==> config.mk <==
export PLATFORM = sky130hd
export DESIGN_NAME = cec_bit_tx
export DESIGN_NICKNAME = d
export VERILOG_FILES = /design/src/rtl/cec_tx_pkg.sv /design/src/rtl/cec_line_sync.sv /design/src/rtl/cec_bit_hold.sv /design/src/rtl/cec_bit_timer.sv /design/src/rtl/cec_bit_tx.sv
export SDC_FILE = /design/constraint.sdc
export NUM_CORES = 1
export LEC_CHECK = 0
export ABC_AREA = 1
export BUFFER_PORTS_ARGS = -buffer_cell sky130_fd_sc_hd__buf_2
export CORE_UTILIZATION = 33
export DETAILED_ROUTE_END_ITERATION = 12
export PLACE_DENSITY = 0.54
export SLEW_MARGIN = 10
export SYNTH_ARGS = -nofsm -noshare
export SYNTH_HDL_FRONTEND = slang
export SYNTH_SLANG_ARGS = --single-unit
==> constraint.sdc <==
create_clock -name clk -period 2.4 [get_ports clk]
set_clock_uncertainty 0.15 [all_clocks]
set_input_delay 0.72 -clock clk [delete_from_list [all_inputs] [get_ports clk]]
set_output_delay 0.72 -clock clk [all_outputs]
set_load 0.01 [all_outputs]
==> src/rtl/cec_tx_pkg.sv <==
package cec_tx_pkg;
  typedef struct packed {
    logic val;
    logic follower;
  } cec_bit_t;
endpackage

==> src/rtl/cec_line_sync.sv <==
module cec_line_sync #(
  parameter int STAGES = 2
) (
  input  logic clk,
  input  logic rst,
  input  logic async_in,
  output logic sync_out
);
  logic [STAGES-1:0] chain;

  generate
    for (genvar i = 0; i < STAGES; i++) begin : g_stage
      if (i == 0) begin : g_first
        always_ff @(posedge clk) begin
          if (rst) chain[0] <= 1'b1;
          else     chain[0] <= async_in;
        end
      end else begin : g_next
        always_ff @(posedge clk) begin
          if (rst) chain[i] <= 1'b1;
          else     chain[i] <= chain[i-1];
        end
      end
    end
  endgenerate

  assign sync_out = chain[STAGES-1];
endmodule

==> src/rtl/cec_bit_hold.sv <==
module cec_bit_hold
  import cec_tx_pkg::*;
(
  input  logic     clk,
  input  logic     rst,
  input  logic     push,
  input  cec_bit_t push_bit,
  input  logic     pop,
  input  logic     flush,
  output logic     full,
  output cec_bit_t data
);
  always_ff @(posedge clk) begin
    if (rst) begin
      full <= 1'b0;
      data <= '0;
    end else begin
      if (flush)     full <= 1'b0;
      else if (push) full <= 1'b1;
      else if (pop)  full <= 1'b0;
      if (push) data <= push_bit;
    end
  end
endmodule

==> src/rtl/cec_bit_timer.sv <==
module cec_bit_timer #(
  parameter int CNT_W = 6
) (
  input  logic             clk,
  input  logic             rst,
  input  logic             start,
  input  logic             run,
  input  logic             tick,
  output logic [CNT_W-1:0] cnt
);
  always_ff @(posedge clk) begin
    if (rst)              cnt <= '0;
    else if (start)       cnt <= '0;
    else if (run && tick) cnt <= cnt + 1'b1;
  end
endmodule

==> src/rtl/cec_bit_tx.sv <==
module cec_bit_tx
  import cec_tx_pkg::*;
#(
  parameter int ONE_REL    = 12,
  parameter int ZERO_REL   = 30,
  parameter int PERIOD     = 48,
  parameter int SETTLE     = 2,
  parameter int WEND_STD   = 41,
  parameter int WEND_EXT   = 37,
  parameter int SYNC_STAGES = 2
) (
  input  logic clk,
  input  logic rst,
  input  logic tick,
  input  logic tol_ext,
  input  logic irq_en,
  input  logic bit_valid,
  input  logic bit_val,
  input  logic bit_follower,
  output logic bit_ready,
  input  logic err_clr,
  input  logic line_in,
  output logic line_drive_low,
  output logic busy,
  output logic tx_err,
  output logic irq
);
  localparam int CNT_W = $clog2(PERIOD);
  localparam logic [CNT_W-1:0] ONE_R   = CNT_W'(ONE_REL);
  localparam logic [CNT_W-1:0] ZERO_R  = CNT_W'(ZERO_REL);
  localparam logic [CNT_W-1:0] LAST_T  = CNT_W'(PERIOD - 1);
  localparam logic [CNT_W-1:0] W_STD   = CNT_W'(WEND_STD);
  localparam logic [CNT_W-1:0] W_EXT   = CNT_W'(WEND_EXT);
  localparam logic [CNT_W-1:0] SET_T   = CNT_W'(SETTLE);

  logic             line_s;
  logic [CNT_W-1:0] cnt;
  logic             hold_full;
  cec_bit_t         hold_data, cur, offered;
  logic             accept, launch, bit_end, err_hit, err_d;
  logic [CNT_W-1:0] rel, chk_lo, chk_hi;

  assign offered = '{val: bit_val, follower: bit_follower};
  assign bit_ready = !hold_full && !tx_err;
  assign accept    = bit_valid && bit_ready;

  assign rel    = cur.val ? ONE_R : ZERO_R;
  assign chk_lo = rel + SET_T;
  assign chk_hi = tol_ext ? W_EXT : W_STD;

  assign err_hit = busy && !cur.follower && (cnt >= chk_lo) && (cnt < chk_hi) && !line_s;
  assign bit_end = busy && tick && (cnt == LAST_T);
  assign launch  = hold_full && !tx_err && !err_hit && (!busy || bit_end);
  assign err_d   = err_hit || (tx_err && !err_clr);

  cec_line_sync #(.STAGES(SYNC_STAGES)) u_sync (
    .clk(clk), .rst(rst), .async_in(line_in), .sync_out(line_s)
  );

  cec_bit_hold u_hold (
    .clk(clk), .rst(rst), .push(accept), .push_bit(offered),
    .pop(launch), .flush(err_hit), .full(hold_full), .data(hold_data)
  );

  cec_bit_timer #(.CNT_W(CNT_W)) u_timer (
    .clk(clk), .rst(rst), .start(launch), .run(busy), .tick(tick), .cnt(cnt)
  );

  always_ff @(posedge clk) begin
    if (rst) begin
      busy           <= 1'b0;
      line_drive_low <= 1'b0;
      cur            <= '0;
      tx_err         <= 1'b0;
      irq            <= 1'b0;
    end else begin
      tx_err <= err_d;
      irq    <= err_d && irq_en;
      if (err_hit) begin
        busy           <= 1'b0;
        line_drive_low <= 1'b0;
      end else if (launch) begin
        busy           <= 1'b1;
        line_drive_low <= 1'b1;
        cur            <= hold_data;
      end else begin
        if (bit_end) busy <= 1'b0;
        if (busy && tick && (cnt == rel - 1'b1)) line_drive_low <= 1'b0;
      end
    end
  end
endmodule

==> results.json <==
{
  "gp_congestion": 0.849,
  "io_buffers": 14,
  "drc_errors": 0,
  "drt-met1-wl_microns": 859,
  "grt_pass1_wl_microns": 2970,
  "cts_resized": 0,
  "grtUsageTotal_pct": 14.5,
  "worst_pin_slew_ns": 0.306,
  "fin_crit_ns": 1.83,
  "ys_seq_elements": 17,
  "wl_met2_microns": 747,
  "fmax_mhz": 548,
  "tns_ns": 0,
  "io_pins": 15,
  "regArea_sq_um": 340,
  "ant_nets": 0,
  "rr_startpoint": "u_timer.cnt[1]",
  "p_seq_share_pct": 59.3,
  "internal-power_mw": 0.382,
  "synth_top_area_cell": "dfxtp_1",
  "arrival_ns": 1.90,
  "top_layer_used": "met4",
  "pwr-share-comb_pct": 11.3,
  "synth_area_sq_um": 892,
  "cts.path.max_buffers": 2,
  "hp-class": "reg -> reg",
  "setup_violations": 0,
  "max_cap_viol_count": 0,
  "cp-end-kind": "flop",
  "antenna_found_initial": 0,
  "cts-root-buf": "clkbuf_4",
  "slew-limit-headroom_pct": 79.6,
  "nNetsFinal": 154,
  "cts_setup_buffers": 0,
  "design.core.area_sq_um": 2520,
  "synthCells": 118,
  "fp.dieArea_sq_um": 2920,
  "vias": 753,
  "worst-setup-path-type": "in -> reg",
  "synth_flop_cell": "dfxtp_1",
  "required_ns": 2.48,
  "rsz0062_at_grt": "false",
  "clock-sinks": 17,
  "final_util_pct": 40.2,
  "grt_max_degree": 10,
  "hpwl_microns": 1350,
  "post-place-ws_ns": 0.256,
  "async_reset_ff_share_pct": 0,
  "leakage_nw": 0.468,
  "start_util_pct": 35.4,
  "routedWlPerCell_microns": 10.4,
  "cp_max_fo": 6,
  "finalMaxSlewViolations": 0,
  "dp_cells": 161,
  "cts_buffers": 3,
  "hold_viol": 0,
  "postCtsHoldBufs": 0,
  "setup_slack_ns": 0.574,
  "clkSlewWorstSetupHoldPaths_ns": 0.09,
  "synth.distinct_cells": 22,
  "worstSetupStartpoint": "tol_ext",
  "r2r_end": "u_timer.cnt[0]",
  "clkPwrFrac_pct": 29.5,
  "drt-pass1-iter-count": 4,
  "rows": 18,
  "yosysWarningCount": 0,
  "yosysSeqAreaShare_pct": 38.1,
  "wirelength_microns": 1710,
  "grt_pass1_vias": 712,
  "dieWidth_microns": 54.0,
  "critical_path.endpoint": "u_timer.cnt[0]",
  "overflow": 0,
  "synth_area_per_cell_sq_um": 7.56,
  "synthTopCellsByArea": "dfxtp_1 38%, ha_1 11%, nand2_1 10%, nor2_1 6.3%, inv_1 5.9%",
  "switching_share_pct": 25.2,
  "power_density_nw_per_um2": 503,
  "fill_cells": 272,
  "multi_input_area_sq_um": 484,
  "cts_tree": "yes",
  "synth-edff-count": 0,
  "clk_latency_ns": 0.29,
  "min-delay-start": "u_sync.chain[0]",
  "drt-initial-drc-count": 11,
  "r2r_setup_slack_ns": 0.62,
  "synthToLayoutAreaGrowth_pct": 13.7,
  "final.period_utilization_pct": 76.1,
  "power_mw": 0.511,
  "synth_fp_nets": 136,
  "startpoint_type": "input pin",
  "p_sw_mw": 0.129,
  "drive_above_1_share_pct": 21.5,
  "die_y_microns": 54.0,
  "ff2ff_path_depth": 10,
  "status": "finished clean",
  "peakVddDrop_v": 0.000316,
  "synth_top_area_share_pct": 38.1,
  "diodes": 0,
  "met3WireLength_microns": 62,
  "fin_cells": 165,
  "h-tree-depth": 1,
  "routed_via_density": 4.56
}
## layout by cell type (no fill, tap or decap), types with 2 or more instances in the layout
cell type,instances
o21ai_0,4
dfxtp_1,17
nor2_1,15
a21oi_1,9
nor3_1,2
ha_1,8
nand2_2,3
buf_2,14
inv_1,14
nand3_1,6
or2_2,3
clkbuf_4,3
nand2_1,24
xor2_1,3
## registers in the layout, indices dropped and copies added, names as in the netlist
name             flops
line_drive_low       1
tx_err               1
busy                 1
irq                  1
u_timer.cnt          6
u_hold.data          2
u_sync.sync_out      1
u_sync.chain         1
u_hold.full          1
cur                  2
## through the flow
step	instance area, sq um	hold WS (ns)
floorplan	892	0.239
global placement	988	0.247
detailed placement	988	0.249
CTS	1010	0.271
global route	1010	0.278
finish	1010	0.267
## layout make-up
| type | count | share of cell area (%) |
|---|---|---|
| multi-input cells | 85 | 47.7 |
| flip-flops and latches | 17 | 33.5 |
| repair buffers | 14 | 6.91 |
| inverters | 15 | 5.55 |
| well taps | 30 | 3.70 |
| clock buffers | 4 | 2.59 |
## power groups by stage
stage / registers [mW] / logic (mW) / clock network, mW
6_report: 0.303 / 0.0575 / 0.150
5_1_grt: 0.304 / 0.0666 / 0.172
4_1_cts: 0.303 / 0.0583 / 0.155
3_5_place_dp: 0.309 / 0.0577 / 0
3_3_place_gp: 0.309 / 0.0570 / 0
2_1_floorplan: 0.308 / 0.0374 / 0
## Yosys cell counts (all sizes together) (3+ instances only)
master  number
inv         15
or2          3
dfxtp       17
o21ai        4
nor3         3
xor2         3
a21oi       10
ha           8
nand3        7
nand2       28
nor2        16
## logic make-up after synthesis
family	share of synthesized area, %
AND/OR/NAND/NOR	30.0
flip-flops	38.1
buffers and inverters	7.57
AO/OA/AOI/OAI	9.12
adder cells (fa/ha/maj)	11.2
XOR/XNOR	3.93
## critical path, cell delays in order
cell	delay, ns
buf_2	0.09
inv_1	0.04
ha_1	0.28
nand2_1	0.07
inv_1	0.03
nand3_1	0.07
nand2_1	0.07
nor2_2	0.09
nand2_2	0.10
nand2_2	0.14
nand2_4	0.08
a21oi_1	0.13
## routing by layer
layer,global-route usage [%],vias up
met5,0,-
met4,7.69,0
met3,2.54,5
met2,23.3,14
met1,18.4,326
li1,-,408
## worst min-delay path by stage
stage | end | slack, ns | cells past startpoint
detailed placement | u_sync.sync_out | 0.25 | 1
CTS | u_sync.sync_out | 0.27 | 1
floorplan | u_sync.sync_out | 0.24 | 1
finish | u_sync.sync_out | 0.27 | 1
global route | u_sync.sync_out | 0.28 | 1
global placement | u_sync.sync_out | 0.25 | 1
Power figures use the tool's default switching activity.
